[config.mk]
export PLATFORM = sky130hd
export DESIGN_NAME = serial_mac_unit
export DESIGN_NICKNAME = d
export VERILOG_FILES = /design/src/rtl/serial_mac_pkg.sv /design/src/rtl/serial_mac_ctrl.sv /design/src/rtl/serial_mac_datapath.sv /design/src/rtl/serial_mac_unit.sv
export SDC_FILE = /design/constraint.sdc
export NUM_CORES = 1
export LEC_CHECK = 0
export ABC_AREA = 1
export BUFFER_PORTS_ARGS = -buffer_cell sky130_fd_sc_hd__buf_2
export CAP_MARGIN = 20
export CORE_ASPECT_RATIO = 0.5
export CORE_MARGIN = 1.5
export CORE_UTILIZATION = 55
export DETAILED_ROUTE_END_ITERATION = 8
export PLACE_DENSITY_LB_ADDON = 0.15
export SYNTH_ARGS = -nofsm -noshare
export SYNTH_HDL_FRONTEND = slang
export SYNTH_SLANG_ARGS = --single-unit
[constraint.sdc]
create_clock -name clk -period 5.3 [get_ports clk]
set_clock_uncertainty 0.2 [all_clocks]
set_input_delay 0.53 -clock clk [delete_from_list [all_inputs] [get_ports clk]]
set_output_delay 0.53 -clock clk [all_outputs]
set_load 0.005 [all_outputs]
[src/rtl/serial_mac_pkg.sv]
package serial_mac_pkg;

  typedef struct packed {
    logic clearAcc;
    logic loadOps;
    logic addStep;
    logic lastBit;
    logic capture;
    logic busy;
  } macCtrl_t;

endpackage

[src/rtl/serial_mac_ctrl.sv]
module serial_mac_ctrl
  import serial_mac_pkg::*;
#(
  parameter int NTAPS  = 7,
  parameter int COEF_W = 8,
  parameter int FRAME  = 128,
  localparam int STEP_W = $clog2(FRAME),
  localparam int SLOT_W = $clog2(COEF_W + 1),
  localparam int TIDX_W = STEP_W - SLOT_W,
  localparam int TAP_W  = $clog2(NTAPS)
) (
  input  logic             clk,
  input  logic             rstN,
  input  logic             start,
  output logic [TAP_W-1:0] tapSel,
  output macCtrl_t         strobes
);

  logic              busy;
  logic [STEP_W-1:0] step;
  logic [TIDX_W-1:0] tapIdx;
  logic [SLOT_W-1:0] phase;
  logic              inTap;

  assign tapIdx = step[STEP_W-1:SLOT_W];
  assign phase  = step[SLOT_W-1:0];
  assign tapSel = TAP_W'(tapIdx);

  always_ff @(posedge clk) begin
    if (!rstN) begin
      busy <= 1'b0;
      step <= '0;
    end else if (!busy) begin
      step <= '0;
      if (start) busy <= 1'b1;
    end else begin
      if (step == STEP_W'(FRAME - 1)) busy <= 1'b0;
      step <= step + 1'b1;
    end
  end

  always_comb begin
    inTap            = busy && (int'(tapIdx) < NTAPS);
    strobes.clearAcc = start && !busy;
    strobes.loadOps  = inTap && (phase == '0);
    strobes.addStep  = inTap && (phase != '0) && (int'(phase) <= COEF_W);
    strobes.lastBit  = inTap && (int'(phase) == COEF_W);
    strobes.capture  = busy && (step == STEP_W'(FRAME - 1));
    strobes.busy     = busy;
  end

  AST_START_IDLE: assert property (@(posedge clk) disable iff (!rstN)
    (start && !busy) |=> (busy && step == '0));
  AST_IGNORE_START: assert property (@(posedge clk) disable iff (!rstN)
    (start && busy && step != STEP_W'(FRAME - 1)) |=> (busy && step == $past(step) + 1'b1));

endmodule

[src/rtl/serial_mac_datapath.sv]
module serial_mac_datapath
  import serial_mac_pkg::*;
#(
  parameter int DATA_W    = 12,
  parameter int COEF_W    = 8,
  parameter int NTAPS     = 7,
  parameter int OUT_SHIFT = 7,
  localparam int ACC_W    = DATA_W + COEF_W + $clog2(NTAPS),
  localparam int CHAIN_W  = NTAPS * COEF_W,
  localparam int TAP_W    = $clog2(NTAPS)
) (
  input  logic              clk,
  input  logic              rstN,
  input  macCtrl_t          strobes,
  input  logic [TAP_W-1:0]  tapSel,
  input  logic              coefValid,
  input  logic              coefBit,
  input  logic [DATA_W-1:0] sampleData,
  output logic [DATA_W-1:0] result,
  output logic              done
);

  logic [CHAIN_W-1:0] coefChain;
  logic [COEF_W-1:0]  coefTap [NTAPS];
  logic [COEF_W-1:0]  coefSel;
  logic [COEF_W-1:0]  coefSh;
  logic [ACC_W-1:0]   mcand;
  logic [ACC_W-1:0]   acc;
  logic [ACC_W-1:0]   addend;
  logic [ACC_W-1:0]   sum;

  for (genvar k = 0; k < NTAPS; k++) begin : gTap
    assign coefTap[k] = coefChain[(NTAPS-k)*COEF_W-1 -: COEF_W];
  end

  assign coefSel = (int'(tapSel) < NTAPS) ? coefTap[tapSel] : '0;

  // One adder: add for ordinary bits, subtract (invert, carry in) for the MSB.
  assign addend = strobes.lastBit ? ~mcand : mcand;
  assign sum    = acc + addend + ACC_W'(strobes.lastBit);

  always_ff @(posedge clk) begin
    if (!rstN) begin
      coefChain <= '0;
    end else if (coefValid && !strobes.busy) begin
      coefChain <= {coefChain[CHAIN_W-2:0], coefBit};
    end
  end

  always_ff @(posedge clk) begin
    if (!rstN) begin
      acc    <= '0;
      mcand  <= '0;
      coefSh <= '0;
      result <= '0;
      done   <= 1'b0;
    end else begin
      done <= strobes.capture;
      if (strobes.clearAcc) acc <= '0;
      if (strobes.loadOps) begin
        mcand  <= {{(ACC_W-DATA_W){sampleData[DATA_W-1]}}, sampleData};
        coefSh <= coefSel;
      end
      if (strobes.addStep) begin
        if (coefSh[0]) acc <= sum;
        mcand  <= mcand << 1;
        coefSh <= coefSh >> 1;
      end
      if (strobes.capture) result <= acc[OUT_SHIFT+DATA_W-1:OUT_SHIFT];
    end
  end

  AST_CLEAR_ACC: assert property (@(posedge clk) disable iff (!rstN)
    strobes.clearAcc |=> (acc == '0));
  AST_BITS_USED: assert property (@(posedge clk) disable iff (!rstN)
    strobes.lastBit |=> (coefSh == '0));
  AST_COEF_LOCK: assert property (@(posedge clk) disable iff (!rstN)
    strobes.busy |=> $stable(coefChain));
  AST_DONE_PULSE: assert property (@(posedge clk) disable iff (!rstN)
    done |=> !done);
  AST_RESULT_HOLD: assert property (@(posedge clk) disable iff (!rstN)
    !done |-> $stable(result));

endmodule

[src/rtl/serial_mac_unit.sv]
module serial_mac_unit
  import serial_mac_pkg::*;
#(
  parameter int DATA_W    = 12,
  parameter int COEF_W    = 8,
  parameter int NTAPS     = 7,
  parameter int FRAME     = 128,
  parameter int OUT_SHIFT = 7,
  localparam int TAP_W    = $clog2(NTAPS)
) (
  input  logic              clk,
  input  logic              rstN,
  input  logic              coefValid,
  input  logic              coefBit,
  input  logic              start,
  output logic [TAP_W-1:0]  sampleAddr,
  input  logic [DATA_W-1:0] sampleData,
  output logic [DATA_W-1:0] result,
  output logic              done
);

  macCtrl_t strobes;

  serial_mac_ctrl #(
    .NTAPS(NTAPS), .COEF_W(COEF_W), .FRAME(FRAME)
  ) uCtrl (
    .clk(clk), .rstN(rstN), .start(start),
    .tapSel(sampleAddr), .strobes(strobes)
  );

  serial_mac_datapath #(
    .DATA_W(DATA_W), .COEF_W(COEF_W), .NTAPS(NTAPS), .OUT_SHIFT(OUT_SHIFT)
  ) uPath (
    .clk(clk), .rstN(rstN), .strobes(strobes), .tapSel(sampleAddr),
    .coefValid(coefValid), .coefBit(coefBit), .sampleData(sampleData),
    .result(result), .done(done)
  );

endmodule

Yosys cells after proc, flatten, opt, wreduce, memory -nomap -nowiden --
Cells that the tools add are included.
Cells by class: add/subtract/negate cells 3, magnitude comparators 3, equal/unequal tests 2, multiplexer cells 15, bitwise operators 3, reduce and logical (&&, ||, !) cells 14
Operators by type and width (count):
- $mux 23 | 6
- $bmux 8 s3 | 1
- $mux 8 | 3
- $add 23x1->23 | 1
- $add 23x23->23 | 1
- $not 23->23 | 1
- $mux 7 | 2
- $logic_and 1x1->1 | 8
- $add 7x1->7 const B | 1
- $eq 7x7->1 const B | 1
- $eq 4x4->1 const B | 1
- $ge 4x4->1 const B | 1
- $le 4x4->1 const B | 1
- $logic_not 4->1 | 1
- $not 3->4 | 1
- $reduce_bool 4->1 | 1
- $lt 3x3->1 const B | 1
- $mux 1 | 3
- $reduce_and 2->1 | 1
- $reduce_bool 2->1 | 1
- $reduce_or 2->1 | 1
- $logic_not 1->1 | 1
- $not 1->1 | 1
Word-level totals: flip-flop bits (word level) 131, input port bits 17, output and inout bits 16, word-level logic and storage cells 50

Depth between registers and ports, before layout --
Gate-level depths: netlist (run 1).
word-level depth 8, gate-level depth with buffers 18, mapped depth without buffers 17

Cells and area by module --
From an unflattened synthesis (run 1), not the netlist that was laid out.
Unflattened totals: cells, all modules 932, area total of the unflattened synthesis 6436.2 µm²
Modules (own cells, without submodules):
- serial_mac_datapath | times used 1, cells an instance 868, area each 6007.0 µm², seq. area each 2302.2 µm²
- serial_mac_ctrl | times used 1, cells an instance 64, area each 429.2 µm², seq. area each 160.2 µm²

Worst setup path after synthesis (run 1) --
OpenSTA, ideal clock, no wires.
kind reg-to-reg, from register uCtrl.step[0], to register uPath.acc[12], setup time 0.109 ns, arrival 2.643 ns, data required time 4.991 ns, setup slack 2.348 ns, stages on the path, launching flop included 17, period minus slack after synthesis 2.952 ns, path through dfxtp_1 -> inv_1 -> ha_1 -> nand3_2 -> nor2_4 -> buf_4 -> xor2_1 -> fa_1 -> nand3_1 -> nor2_1 -> nor2_1 -> o21bai_2 -> a21oi_1 -> or2_1 -> nand3_1 -> nand2_1 -> inv_1
On the way: longest elaborated chain between the ends 7, elaborated cells between the ends (all ways) 11, those cells by class add/sub: 2; order compare: 1; eq/ne: 1; mux: 3; reduce/logical: 4
Ends and longest elaborated chain:
- from (decl) | RTL line serial_mac_ctrl.sv:20 | logic [STEP_W-1:0] step;
- from (signal assigned) | RTL line serial_mac_ctrl.sv:38 | step <= step + 1'b1;
- $eq 4x4->1 | RTL line serial_mac_ctrl.sv:47 | strobes.lastBit = inTap && (int'(phase) == COEF_W);
- $logic_and 1x1->1 | RTL line serial_mac_ctrl.sv:47
- $mux 23 | RTL line serial_mac_datapath.sv:39 | assign addend = strobes.lastBit ? ~mcand : mcand;
- $add 23x23->23 | RTL line serial_mac_datapath.sv:40 | assign sum = acc + addend + ACC_W'(strobes.lastBit);
- $add 23x1->23 | RTL line serial_mac_datapath.sv:40
- $mux 23 | RTL line serial_mac_datapath.sv:65 | if (coefSh[0]) acc <= sum;
- $mux 23 * | RTL line serial_mac_datapath.sv:64 | if (strobes.addStep) begin
- to (signal assigned) | RTL line serial_mac_datapath.sv:65
- to (decl) | RTL line serial_mac_datapath.sv:28 | logic [ACC_W-1:0] acc;
Mark *: on every way between the ends. The rest lies on a longest branch, timed or not. A chain may end at the register's enable or synchronous reset.

Worst setup path in the final report (run 1) --
from register uCtrl.step[6], to register uPath.acc[12]
On the way: longest elaborated chain between the ends 8, elaborated cells between the ends (all ways) 10, those cells by class add/sub: 2; order compare: 1; mux: 3; reduce/logical: 4
Ends and longest elaborated chain:
- $lt 3x3->1 * | RTL line serial_mac_ctrl.sv:43 | inTap = busy && (int'(tapIdx) < NTAPS);
- $logic_and 1x1->1 * | RTL line serial_mac_ctrl.sv:43
- $logic_and 1x1->1 | RTL line serial_mac_ctrl.sv:47
- $mux 23 | RTL line serial_mac_datapath.sv:39
- $add 23x23->23 | RTL line serial_mac_datapath.sv:40
- $add 23x1->23 | RTL line serial_mac_datapath.sv:40
- $mux 23 | RTL line serial_mac_datapath.sv:65
- $mux 23 * | RTL line serial_mac_datapath.sv:64
Marked as above.

==> metrics.txt, run 1 <==
run status complete, no violations; total DRC errors in the routed layout 0; count of non-filler cells in the finished layout 1,020; cell depth of the worst hold path 3; leading cell types by total area after synthesis sky130_fd_sc_hd__dfxtp_1, sky130_fd_sc_hd__nor2_1, sky130_fd_sc_hd__o21ai_0, sky130_fd_sc_hd__nand2_1, sky130_fd_sc_hd__a21oi_1; height of the die about 78 µm; max-slew violation total from the final report 0; Peak Freq 0.294 GHz; grt ovf 0; crit path capture uPath.acc[12]; data required time at the worst endpoint ~5400 ps; cell chain of the critical path nand3_4 -> nand2_2 -> nor2_4 -> xor2_1 -> fa_1 -> nand3_1 -> nor2_1 -> nor2_1 -> o21bai_2 -> a21oi_1 -> or2_1 -> nand3_1 -> nand2_1 -> inv_1; final setup vio count 0; Leak 3.02 nW; count of antenna diodes in the layout 0; initial antenna violation count 0; count of cells along the worst register-to-register path 14; worst-margin pin slew a little under 900 ps; # H-tree levels 4; remaining antenna violation count 0; area used by multi-input combinational logic 3270 µm²; Clock Tree Buf Depth 2; GRT Total Usage 25.4%; port buffer count 32; number of synthesized flops with an enable pin 0; final cycle utilization of the critical path 64.1%; Via density 5.50; post-synthesis cell area 6190 µm²; final hold violations 0; Synth Register Bits 123; most common library cells after synthesis sky130_fd_sc_hd__nor2_1, sky130_fd_sc_hd__dfxtp_1, sky130_fd_sc_hd__nand2_1; vias 5,613; library cell occupying the most area in the post-synthesis netlist sky130_fd_sc_hd__dfxtp_1; unrepaired setup endpoints after global routing no; slew margin rel. 40.5%; horizontal die dimension 153 µm; number of nets in the finished design ~900; Initial Util 56.4%; share of flip-flops with an asynchronous set or reset 0%; routed length per instance 14.4 µm; Worst Setup SP uCtrl.step[6]; number of rows created at floorplan 27; number of clock buffers inserted by TritonCTS 17; count of distinct cell types in the synthesized netlist 50; PwrDens 341 nW/µm²; hold buffer count at CTS 0; power consumption 0.00237 W; number of top-level pins 33; setup slack of the most critical reg-to-reg path approximately 1900 ps; VDD IR-drop max 0.237 mV; Fin Setup TNS 0 ps; leading cell type by number of instances after synthesis sky130_fd_sc_hd__nor2_1; syn avg cell area 7.26 µm²; category of the most critical setup path flop to flop; time the final worst path needs with I/O delays and setup 3400 ps; Crit Reg-Reg Startpoint uCtrl.step[6]; maximum number of pins on one net before global-route repair 81; post-CTS setup-driven buffer insertion count 0; area growth from synthesis to layout 11.9%; worst-path cell with the longest stage delay sky130_fd_sc_hd__dfxtp_1; Routability Congestion around 0.89; Critical R2R Capture uPath.acc[12]; sort of element at the start of the critical path flop; Cell Count Post-Placement just under 1,000; 1st-pass router iterations 7; first-pass GRT wire length 24.4 mm; clock transition at the registers of the reported paths 60 ps; largest incremental delay on the critical path 540 ps; number of nets produced by synthesis between 800 and 900; Worst setup EP type flop; flip-flop cell with the highest count after synthesis sky130_fd_sc_hd__dfxtp_1; Max-Cap Viols 0; number of instances resized during post-cts repair 0; sequential fraction of the synthesis area 39.8%; area taken by flip-flops and latches 2460 µm²; maximum fanout count along the critical path 21; area fraction of the dominant cell type after synthesis 39.8%; via count of the first global-routing pass 5,078; total half-perimeter wirelength after legalization and detailed placement 9.62 mm; die area between 10,000 and 15,000 µm²; synthesized instance count approximately 850; clock root cell sky130_fd_sc_hd__clkbuf_16; core outline area around 11,000 µm²; Clock Latency Late Sink a little over 400 ps; Min-Delay Path Class input port to flop; number of synthesis warnings 0; number of DRC markers in iteration 0 about 430; total wire length after detailed routing 14.7 mm; ratio of cells with drive above 1 in the final layout a little over a tenth; clock net sink count 123; Filler Cell Count 954; CTS tree yes; WP data arrival 3510 ps
## registers in the layout, indices dropped and copies added, names as in the netlist
name,count
uCtrl.step,7
uPath.acc,19
uPath.coefSh,8
uPath.result,12
uPath.done,1
uPath.coefChain,56
uPath.mcand,19
uCtrl.busy,1
## metal layers
metal | share of wire, % | track usage (%)
met5 | 0 | 0
met4 | 1.3 | 9.22
met3 | 4.5 | 4.91
met2 | 47 | 41.6
met1 | 48 | 33.8
## critical path: cells and delay by family (launching register included)
family,cells,cell delay [ps]
fa+ha+maj,1,520
xor+xnor,1,220
simple gates,9,1490
buf+inv,1,40
flops,1,540
compound gates,2,300
## report_power, final
group          leakage, nW  internal (W)  total, W  switching (W)
logic                 1.72     0.0000640  0.000182       0.000118
registers             1.01      0.000971   0.00101      0.0000360
clock network        0.291      0.000741   0.00118       0.000435
total                 3.02       0.00178   0.00237       0.000590
## layout by cell type, fill, tap and decap left out, types with 9 or more instances in the layout
cell and instances:
sky130_fd_sc_hd__nand2_1 113, sky130_fd_sc_hd__nor2_1 178, sky130_fd_sc_hd__a21oi_1 70, sky130_fd_sc_hd__o21ai_0 100, sky130_fd_sc_hd__xor2_1 23, sky130_fd_sc_hd__nand3_1 34
sky130_fd_sc_hd__buf_2 32, sky130_fd_sc_hd__dfxtp_1 123, sky130_fd_sc_hd__o211ai_1 10, sky130_fd_sc_hd__ha_1 19, sky130_fd_sc_hd__a22oi_1 16, sky130_fd_sc_hd__inv_1 53
sky130_fd_sc_hd__clkbuf_16 17, sky130_fd_sc_hd__a31oi_1 9
## final cells by class
cell class	count	area share (%)
clock inverters	14	2.44
repair buffers	36	2.74
multi-input cells	624	47.1
flip-flops and latches	123	35.5
well taps	145	2.62
inverters	60	3.36
clock buffers	18	6.19
## worst min path at each step
stage | startpoint | end | slack (ps)
after floorplan | uCtrl.step[0] | uCtrl.step[0] | 220
after global placement | uCtrl.step[0] | uCtrl.step[0] | 230
after detailed placement | uCtrl.step[0] | uCtrl.step[0] | 240
after CTS | coefBit | uPath.coefChain[0] | 170
after global routing | start | uCtrl.busy | 200
final | coefBit | uPath.coefChain[0] | 170
## cell families after synthesis
logic type | share of synthesized area, %
and+or+nand+nor | 24.1
AOI/OAI and AO/OA | 21.0
DFF | 39.8
buffers and inverters | 7.48
xor gates and xnor gates | 3.52
adders and majority gates | 4.16
## per-stage QoR
| stage | utilization, % | setup WS [ps] | hold WS, ps | instance area, µm² |
|---|---|---|---|---|
| final | 63.1 | 1900 | 170 | 6930 |
| after global routing | 63.1 | 1550 | 196 | 6930 |
| after CTS | 63.1 | 1910 | 169 | 6930 |
| after detailed placement | 57.7 | 1930 | 241 | 6330 |
| after global placement | 57.7 | 2010 | 232 | 6330 |
| after floorplan | - | 2350 | 217 | 6190 |
Note: power is estimated with default switching activity, not from simulation.
==> inputs of run 2 (changes only) <==
Clock period 5.3 ns to 2.85 ns, I/O delays scaled along.
==> metrics.txt, run 2 (synthesis gave the netlist of run 1 again) <==
maximum number of pins on one net before global-route repair 58; core outline area 11,000 µm²; Max-Cap Viols 0; Critical R2R Capture uPath.acc[17]; area growth from synthesis to layout 26.1%; count of cells along the worst register-to-register path 17; Crit Reg-Reg Startpoint uCtrl.step[0]; slew margin rel. around 52%; Fin Setup TNS -622 ps; count of antenna diodes in the layout 0; number of top-level pins 33; grt ovf 0; register with the most flip-flops uPath.coefChain; Via density roughly 5.7; ratio of cells with drive above 1 in the final layout slightly above 20%; Clock Tree Buf Depth 2; 1st-pass router iterations 7; part of the power in the clock network 49.2%; worst-margin pin slew 720 ps; time the final worst path needs with I/O delays and setup 3000 ps; # H-tree levels 4; Worst Setup SP uCtrl.step[0]; Leak 3.30 nW; most frequent cells in the layout sky130_fd_sc_hd__nor2_1, sky130_fd_sc_hd__dfxtp_1, sky130_fd_sc_hd__nand2_1; clock transition at the registers of the reported paths 60 ps; PwrDens roughly 580 nW/µm²; Routability Congestion 0.920; max-slew violation total from the final report 0; remaining antenna violation count 0; number of DRC markers in iteration 0 585; Largest register FFs 56; sort of element at the start of the critical path flop; clock net sink count 123; category of the most critical setup path flop to flop; CTS tree yes; Clock Latency Late Sink 420 ps; fin worst setup slack -148 ps; GRT Total Usage 26.5%; total wire length after detailed routing about 17 mm; internal power 0.00336 W; initial antenna violation count 0; port buffer count 32; number of nets in the finished design between 900 and 1,000; largest registers in the final layout uPath.coefChain x56, uPath.acc x19, uPath.mcand x19; final cycle utilization of the critical path 105%; clock root cell sky130_fd_sc_hd__clkbuf_16; die area 11,900 µm²; final setup vio count 8; unrepaired setup endpoints after global routing yes; Min-Delay Path Class input port to flop; total DRC errors in the routed layout 0; sequential share of power 41.5%; Filler Cell Count 836; share of total power in combinational logic 9.3%; run status finished, violations left; WP data arrival roughly 3200 ps; Worst setup EP type flop; number of rows created at floorplan 27; final worst hold slack 6.11 ps; VDD IR-drop max 0.376 mV; data required time at the worst endpoint 3000 ps; number of clock buffers inserted by TritonCTS 17; via count of the first global-routing pass 5,189; crit path capture uPath.acc[17]; Cell Count Post-Placement 1,003; total half-perimeter wirelength after legalization and detailed placement 10.0 mm; switching fraction of total power about a quarter; commonest non-fill, non-tap cell in the layout sky130_fd_sc_hd__nor2_1; height of the die just under 80 µm; first-pass GRT wire length between 20 and 30 mm; vias between 6,000 and 7,000; maximum fanout count along the critical path 5; power consumption 0.00452 W; final hold violations 0; setup slack of the most critical reg-to-reg path -150 ps; net load switching power 0.00115 W; violations in the final reports negative setup slack; horizontal die dimension 153 µm; Initial Util around 56%; routed length per instance 16.1 µm; count of non-filler cells in the finished layout between 1,000 and 1,500; Peak Freq 0.334 GHz
[run 2: cell count changes in the layout (fill, tap and decap cells not counted), sizes merged]
cell / previous run / this run
dlygate4sd3: 0 / 11
buf: 36 / 73
clkinv: 9 / 6
inv: 60 / 59
clkinvlp: 2 / 4
clkbuf: 18 / 23
bufinv: 3 / 2
[run 2: metrics by stage]
stage	worst slack [ps]	util, %	instance area (µm²)
final	-148	71.1	7810
after CTS	1.07	65.7	7210
after global routing	-246	71.1	7810
after global placement	16.9	58.8	6460
after detailed placement	-18.5	58.8	6460
after floorplan	10.8	-	6200
[run 2: power by group through the flow]
stage | clock network [W] | registers, W | logic [W]
floorplan | 0 | 0.00189 | 0.000266
global placement | 0 | 0.00190 | 0.000343
detailed placement | 0 | 0.00190 | 0.000349
CTS | 0.00223 | 0.00187 | 0.000366
global route | 0.00232 | 0.00189 | 0.000467
finish | 0.00222 | 0.00188 | 0.000421
[run 2: what timing repair did]
item	in CTS	in global routing
hold buffers	11	0
endpoints found under the hold margin	11	0
setup endpoints to repair	3	13
resized for setup	3	76
gates cloned	0	2
pin swaps	1	30
buffers inserted	1	21
[run 2: layer usage]
layer  global-route usage, %  vias to the layer above  part of all wire (%)  routed length [µm]
met3                    5.02                       43                   5.5                 947
li1                        -                     2954                     -                   -
met5                       0                        -                     0                   0
met1                    35.3                     2856                    45                7670
met4                    8.33                        0                   2.3                 389
met2                    44.0                      203                    48                8200
[run 2: layout make-up]
type | instances | area [µm²] | area share [%]
clock inverters | 11 | 134 | 1.71
multi-input cells | 624 | 3670 | 47.0
clock buffers | 21 | 480 | 6.15
inverters | 60 | 233 | 2.98
flip-flops and latches | 123 | 2460 | 31.6
well taps | 145 | 181 | 2.32
repair buffers | 86 | 648 | 8.30
[run 2: how the worst min path moves through the flow]
stage          cells past startpoint          start  slack (ps)        endpoint
4_1_cts                            3  sampleData[3]           4  uPath.mcand[3]
3_3_place_gp                       1  uCtrl.step[0]         230   uCtrl.step[0]
5_1_grt                            3  sampleData[3]          40  uPath.mcand[3]
2_1_floorplan                      1  uCtrl.step[0]         220   uCtrl.step[0]
6_report                           3  sampleData[3]           6  uPath.mcand[3]
3_5_place_dp                       1  uCtrl.step[0]         240   uCtrl.step[0]
[run 2: worst max-delay path, stage by stage, from the launching register on]
cell and delay [ps]:
sky130_fd_sc_hd__dfxtp_2 340, sky130_fd_sc_hd__inv_2 70, sky130_fd_sc_hd__ha_4 140, sky130_fd_sc_hd__nand3_4 80, sky130_fd_sc_hd__nor2_4 220, sky130_fd_sc_hd__buf_6 140, sky130_fd_sc_hd__clkbuf_16 160, sky130_fd_sc_hd__xor2_2 230
sky130_fd_sc_hd__ha_4 270, sky130_fd_sc_hd__a21oi_2 160, sky130_fd_sc_hd__o21ai_0 130, sky130_fd_sc_hd__a21oi_1 200, sky130_fd_sc_hd__o21ai_2 110, sky130_fd_sc_hd__nand2_1 110, sky130_fd_sc_hd__nand2_1 70, sky130_fd_sc_hd__nand2_1 70
sky130_fd_sc_hd__nand3_1 90, sky130_fd_sc_hd__a21oi_1 130
